`config.mk`:
```
export PLATFORM = sky130hd
export DESIGN_NAME = ep0_resp_ctrl
export DESIGN_NICKNAME = d
export VERILOG_FILES = /design/src/rtl/ep0_resp_pkg.sv /design/src/rtl/ep0_resp_field.sv /design/src/rtl/ep0_setup_track.sv /design/src/rtl/ep0_answer.sv /design/src/rtl/ep0_resp_ctrl.sv
export SDC_FILE = /design/constraint.sdc
export NUM_CORES = 1
export LEC_CHECK = 0
export BUFFER_PORTS_ARGS = -buffer_cell sky130_fd_sc_hd__buf_2
export CORE_AREA = 3 3 40 42
export CTS_BUF_LIST = sky130_fd_sc_hd__clkbuf_4 sky130_fd_sc_hd__clkbuf_8
export DETAILED_ROUTE_END_ITERATION = 10
export DIE_AREA = 0 0 43 45
export GPL_TIMING_DRIVEN = 1
export HOLD_SLACK_MARGIN = 0.12
export PLACE_DENSITY = 0.8
export RECOVER_POWER = 25
export SLEW_MARGIN = 0
export SYNTH_ARGS = -nofsm -noshare
export SYNTH_HDL_FRONTEND = slang
export SYNTH_HIERARCHICAL = 1
export SYNTH_SLANG_ARGS = --single-unit
```
`constraint.sdc`:
```
create_clock -name clk -period 1.3 [get_ports clk]
set_input_delay 0.26 -clock clk [delete_from_list [all_inputs] [get_ports clk]]
set_output_delay 0.26 -clock clk [all_outputs]
set_load 0.03 [all_outputs]
```
`src/rtl/ep0_resp_pkg.sv`:
```
package ep0_resp_pkg;

   localparam int RESP_W = 2;
   localparam int ANS_W  = 3;

   localparam logic [RESP_W-1:0] RESP_NAK = 2'b00;
   localparam logic [RESP_W-1:0] RESP_BUF = 2'b01;

   typedef enum logic [ANS_W-1:0] {
      ANS_NONE  = 3'd0,
      ANS_NAK   = 3'd1,
      ANS_XFER  = 3'd2,
      ANS_ACK   = 3'd3,
      ANS_ZLP   = 3'd4,
      ANS_STALL = 3'd5
   } ans_e;

   function automatic logic resp_is_stall(input logic [RESP_W-1:0] r);
      return r[RESP_W-1];
   endfunction

endpackage

```
`src/rtl/ep0_resp_field.sv`:
```
module ep0_resp_field
   import ep0_resp_pkg::*;
#(
   parameter logic [RESP_W-1:0] OVF_CODE = 2'b11,
   parameter logic [RESP_W-1:0] SEQ_CODE = 2'b10
) (
   input  logic              clk,
   input  logic              rst_n,
   input  logic              bus_rst,
   input  logic              setup,
   input  logic              seq_err,
   input  logic              overflow,
   input  logic              wr_en,
   input  logic [RESP_W-1:0] wr_val,
   input  logic              wr_open,
   output logic [RESP_W-1:0] resp,
   output logic              stall_flag
);

   logic [RESP_W-1:0] resp_d;
   logic              flag_d;
   logic              ovf_hit;

   assign ovf_hit = overflow && (resp == RESP_BUF);

   always_comb begin
      resp_d = resp;
      flag_d = stall_flag;
      if (bus_rst) begin
         resp_d = RESP_NAK;
      end else if (setup) begin
         resp_d = RESP_NAK;
      end else if (seq_err) begin
         resp_d = SEQ_CODE;
         flag_d = 1'b1;
      end else if (ovf_hit) begin
         resp_d = OVF_CODE;
         flag_d = 1'b1;
      end else if (wr_en && wr_open) begin
         resp_d = wr_val;
         flag_d = 1'b0;
      end
   end

   always_ff @(posedge clk or negedge rst_n) begin
      if (!rst_n) begin
         resp       <= RESP_NAK;
         stall_flag <= 1'b0;
      end else begin
         resp       <= resp_d;
         stall_flag <= flag_d;
      end
   end

endmodule

```
`src/rtl/ep0_setup_track.sv`:
```
module ep0_setup_track (
   input  logic clk,
   input  logic rst_n,
   input  logic bus_rst,
   input  logic setup,
   input  logic setup_dir,
   input  logic set_addr,
   input  logic in_tok,
   input  logic cplt_we,
   input  logic cplt_val,
   input  logic pend_clr,
   output logic pend,
   output logic cplt,
   output logic ctrl_read,
   output logic auto_on
);

   always_ff @(posedge clk or negedge rst_n) begin
      if (!rst_n) begin
         pend <= 1'b0;
      end else if (bus_rst) begin
         pend <= 1'b0;
      end else if (setup) begin
         pend <= 1'b1;
      end else if (pend_clr) begin
         pend <= 1'b0;
      end
   end

   always_ff @(posedge clk or negedge rst_n) begin
      if (!rst_n) begin
         cplt <= 1'b0;
      end else if (bus_rst || setup) begin
         cplt <= 1'b0;
      end else if (cplt_we && (!cplt_val || !pend)) begin
         cplt <= cplt_val;
      end
   end

   always_ff @(posedge clk or negedge rst_n) begin
      if (!rst_n) begin
         ctrl_read <= 1'b0;
      end else if (setup) begin
         ctrl_read <= setup_dir;
      end
   end

   always_ff @(posedge clk or negedge rst_n) begin
      if (!rst_n) begin
         auto_on <= 1'b0;
      end else if (bus_rst) begin
         auto_on <= 1'b0;
      end else if (set_addr) begin
         auto_on <= 1'b1;
      end else if (setup) begin
         auto_on <= 1'b0;
      end else if (in_tok && auto_on) begin
         auto_on <= 1'b0;
      end
   end

endmodule

```
`src/rtl/ep0_answer.sv`:
```
module ep0_answer
   import ep0_resp_pkg::*;
#(
   parameter bit REG_OUT = 1'b1
) (
   input  logic              clk,
   input  logic              rst_n,
   input  logic [RESP_W-1:0] resp,
   input  logic              cplt,
   input  logic              ctrl_read,
   input  logic              auto_on,
   input  logic              in_tok,
   input  logic              out_tok,
   output logic              valid,
   output logic [ANS_W-1:0]  code
);

   ans_e ans_c;
   logic status_tok;

   assign status_tok = (ctrl_read && out_tok) || (!ctrl_read && in_tok);

   always_comb begin
      if (!(in_tok || out_tok)) begin
         ans_c = ANS_NONE;
      end else if (auto_on) begin
         ans_c = in_tok ? ANS_ZLP : ANS_ACK;
      end else if (resp_is_stall(resp)) begin
         ans_c = ANS_STALL;
      end else if (resp == RESP_NAK) begin
         ans_c = ANS_NAK;
      end else if (cplt && status_tok) begin
         ans_c = in_tok ? ANS_ZLP : ANS_ACK;
      end else begin
         ans_c = ANS_XFER;
      end
   end

   generate
      if (REG_OUT) begin : g_reg
         always_ff @(posedge clk or negedge rst_n) begin
            if (!rst_n) begin
               valid <= 1'b0;
               code  <= ANS_NONE;
            end else begin
               valid <= in_tok || out_tok;
               code  <= ans_c;
            end
         end
      end else begin : g_comb
         assign valid = in_tok || out_tok;
         assign code  = ans_c;
      end
   endgenerate

endmodule

```
`src/rtl/ep0_resp_ctrl.sv`:
```
module ep0_resp_ctrl
   import ep0_resp_pkg::*;
#(
   parameter logic [1:0] OVF_CODE = 2'b11,
   parameter logic [1:0] SEQ_CODE = 2'b10,
   parameter bit         REG_OUT  = 1'b1
) (
   input  logic       clk,
   input  logic       rst_n,
   input  logic       ev_bus_reset,
   input  logic       ev_setup,
   input  logic       setup_dir_in,
   input  logic       ev_seq_err,
   input  logic       ev_overflow,
   input  logic       ev_set_addr,
   input  logic       tok_in,
   input  logic       tok_out,
   input  logic       sw_resp_we,
   input  logic [1:0] sw_resp,
   input  logic       sw_cplt_we,
   input  logic       sw_cplt,
   input  logic       sw_pend_clr,
   output logic [1:0] resp_field,
   output logic       setup_pend,
   output logic       cplt_req,
   output logic       stall_seen,
   output logic       auto_mode,
   output logic       ans_valid,
   output logic [2:0] ans_code
);

   generate
      if (!OVF_CODE[RESP_W-1]) begin : g_bad_ovf
         $error("OVF_CODE must be a STALL encoding (upper bit set)");
      end
      if (!SEQ_CODE[RESP_W-1]) begin : g_bad_seq
         $error("SEQ_CODE must be a STALL encoding (upper bit set)");
      end
   endgenerate

   logic ctrl_read_q;

   ep0_setup_track u_track (
      .clk       (clk),
      .rst_n     (rst_n),
      .bus_rst   (ev_bus_reset),
      .setup     (ev_setup),
      .setup_dir (setup_dir_in),
      .set_addr  (ev_set_addr),
      .in_tok    (tok_in),
      .cplt_we   (sw_cplt_we),
      .cplt_val  (sw_cplt),
      .pend_clr  (sw_pend_clr),
      .pend      (setup_pend),
      .cplt      (cplt_req),
      .ctrl_read (ctrl_read_q),
      .auto_on   (auto_mode)
   );

   ep0_resp_field #(
      .OVF_CODE (OVF_CODE),
      .SEQ_CODE (SEQ_CODE)
   ) u_field (
      .clk        (clk),
      .rst_n      (rst_n),
      .bus_rst    (ev_bus_reset),
      .setup      (ev_setup),
      .seq_err    (ev_seq_err),
      .overflow   (ev_overflow),
      .wr_en      (sw_resp_we),
      .wr_val     (sw_resp),
      .wr_open    (!setup_pend),
      .resp       (resp_field),
      .stall_flag (stall_seen)
   );

   ep0_answer #(
      .REG_OUT (REG_OUT)
   ) u_answer (
      .clk       (clk),
      .rst_n     (rst_n),
      .resp      (resp_field),
      .cplt      (cplt_req),
      .ctrl_read (ctrl_read_q),
      .auto_on   (auto_mode),
      .in_tok    (tok_in),
      .out_tok   (tok_out),
      .valid     (ans_valid),
      .code      (ans_code)
   );

endmodule

```
==> impl_results.md <==
- P_leak: approximately 0.36 nW
- Die area: between 0.0015 and 0.002 mm2
- Critical path cell sequence: buf_2
- Hold slack: around 0.18 ns
- Die Height: ~45 um
- DRT antenna net count: 0
- Least-Margin Pin Slew: between 0.5 and 0.6 ns
- Die X: about 43 um
- Max cap viols: 0
- Overall Global Routing Usage: 0.130
- Reg2Reg Depth: 3
- DP Wirelength: approximately 990 um
- CTS root buf: clkbuf_4
- Slew HR: 0.614
- Setup Skew: between 0.003 and 0.004 ns
- Residual DRC count: 0
- Final Instance Area: approximately 700 um2
- Netlist Area Pre-Place: 519 um2
- Initial core utilization: 0.404
- Sequential area share after synthesis: 0.530
- R2R Setup Slk: 0.26 ns
- Hold Path End: u_field/resp[0]$_DFFE_PN0P_
- Area of the multi-input gates: between 200 and 250 um2
- Met2 Resource Use GR: 0.216
- Total design power: between 0.7 and 0.8 mW
- Outcome: finished clean
- Final WL: ~1200 um
- Clock Path Buffers: 2
- Placement Rows: 13
- CP required: around 1.0 ns
- First-pass GRT wire length: between 1500 and 2000 um
- Clock transition at path regs: about 0.07 ns
- Placer Congestion: 0.757
- Starting DRT DRC Count: 4
- Final slew viol count: 0
- Synth Area in Simple Gates: 0.190
- Non-filler cells in the finished layout: between 90 and 100
- Largest net degree at the start of global routing: 12
- Worst skew pair latency: 0.26 ns
- GR peak layer: met2
- Worst setup SP type: flip-flop
- R2r startpoint: u_field/resp[1]$_DFFE_PN0P_
- Number of synthesized flops with an enable pin: 0
- IO Count: 26
- CTS buffer count: 3
- DRT Pass-1 Iters: 4
- WL per Instance: around 13 um
- Met3 GRT Util: 0.0239
- Post-Place Cells: 90
- Nets: 97
- HP Class: in2reg
- Crit-path max FO: 6
- Final Hold Viols: 0
- Pwr Density: about 1100 mW/mm2
- Post-cts sizing count: 0
- XOR/XNOR share of the synthesized area: 0
- Post-synthesis register bit count: 11
- Post-place instance area: ~660 um2
- Grt total ovfl: 0
- Synth-to-layout area growth: 35.2%
- Routed vias/inst: 4.96
- Fill cells: 130
- Avg Cell Area, Syn: between 10 and 15 um2
- Total nets after synthesis: 66
- Synth Flop Type: dfrtp_1
- H-tree levels: 1
- CTS tree: done
- Buffers and inverters on the worst path: 1
- Grt met1 use: 0.161
- Mux cell area share after synthesis: 0.0410
- Crit path DAT: approximately 1 ns
- Setup tns final: 0 ns
- Port-buffer cells: 25
- Combinational family with the most area after synthesis: compound AO/OA/AOI/OAI gates
- Antenna diodes: 0
- RSZ-0062 raised after global routing: no
- Min-delay src: ev_seq_err
- Synthesis Warnings: 6
- Fmax: approximately 0.8 GHz
- R2r endpoint: u_answer/code[2]$_DFF_PN0_
- Share of cells above drive strength 1: 0.438
- Synth async-reset ratio: 1.00
- Top delay family on crit path: flip-flops
- Adder-Cell Fraction of Synth Area: 0
- Setup violations, final: 0
- Initial antenna violation count: 0
- Core area: ~0.0013 mm2
- Count of different cell masters after synthesis: 24
- CP Capture Type: output port
- Peak per-stage delay on the critical path: approximately 0.48 ns
- Slowest CP cell: dfrtp_1
- Tcrit/Tclk final: 0.963
- Detailed-route via count: between 400 and 500
- Vias in the first global route: approximately 450
- FF/Latch Area: about 280 um2
- Worst hold stages: 2
- Min Tclk post-route: 1.25 ns
- Setup bufs post-CTS: 0
- Area fraction in compound gates after synthesis: 0.195
- Clock sink count: 11
- Max VDD drop: 0.583 mV
- Critical path class: reg2out
- Synthesized instance count: 50
## placed cells by master (no fill, tap or decap), types with 2 or more instances in the layout
cell / Yosys / layout
a21oi_1: 4 / 4
and3_1: 2 / 2
buf_2: 0 / 24
clkbuf_4: 0 / 4
dfrtp_1: 11 / 11
inv_1: 6 / 6
nand2_1: 2 / 2
nand3_1: 2 / 2
o21ai_0: 2 / 2
o21ai_1: 5 / 5
## stage by stage
stage | utilization | setup slack, ns
floorplan | - | 0.186
global placement | 0.516 | 0.306
detailed placement | 0.516 | 0.282
CTS | 0.547 | 0.0330
global route | 0.546 | 0.00317
finish | 0.546 | 0.0485
## cell families after synthesis
kind of cell | after synthesis
mux | 2
buf+inv | 6
compound gates | 16
simple gates | 15
flops | 11
## power by group
group	total [mW]	leakage [nW]	switching, mW	internal [mW]
combinational	0.153	0.202	0.0943	0.0587
clock	0.247	0.0184	0.108	0.139
sequential	0.382	0.137	0.0171	0.365
## state kept, by name, indices dropped and copies added (netlist names)
signal,cells
u_answer/code,3
u_answer/valid,1
u_field/resp,2
u_field/stall_flag,1
u_track/auto_on,1
u_track/cplt,1
u_track/ctrl_read,1
u_track/pend,1
## cell usage after synthesis (2+ instances only)
cell      n  share of area
a21oi_1   4          0.039
and3_1    2          0.024
dfrtp_1  11           0.53
inv_1     6          0.043
nand2_1   2          0.014
nand3_1   2          0.019
o21ai_0   2          0.019
o21ai_1   5          0.048
## worst max-delay path by stage
stage                     cells after the start                        start  slack, ns                           to
after global routing                          1  u_field/resp[1]$_DFFE_PN0P_      0.003                resp_field[1]
after detailed placement                      3  u_field/resp[1]$_DFFE_PN0P_       0.28   u_answer/code[2]$_DFF_PN0_
after CTS                                     1  u_field/resp[1]$_DFFE_PN0P_       0.03                resp_field[1]
after floorplan                               2  u_track/auto_on$_DFFE_PN0P_       0.19  u_track/auto_on$_DFFE_PN0P_
final                                         1  u_field/resp[1]$_DFFE_PN0P_       0.05                resp_field[1]
after global placement                        3  u_field/resp[1]$_DFFE_PN0P_       0.31   u_answer/code[2]$_DFF_PN0_
## cell type report
type / count / area share
multi-input combinational: 33 / 0.316
inverter: 6 / 0.0321
tap: 15 / 0.0267
sequential: 11 / 0.392
timing repair buffer: 26 / 0.191
clock buffer: 4 / 0.0428
## per-layer routing
metal	wire [um]	up-vias	part of all wire
li1	-	235	-
met1	503	212	0.42
met2	603	22	0.50
met3	78	2	0.065
met4	16	0	0.013
met5	0	-	0
## timing repair
action	in CTS	in global routing
hold endpoints to repair	11	0
hold buffers	1	0
setup endpoints to repair	0	0
No activity file was read; power rests on OpenSTA's default activity.
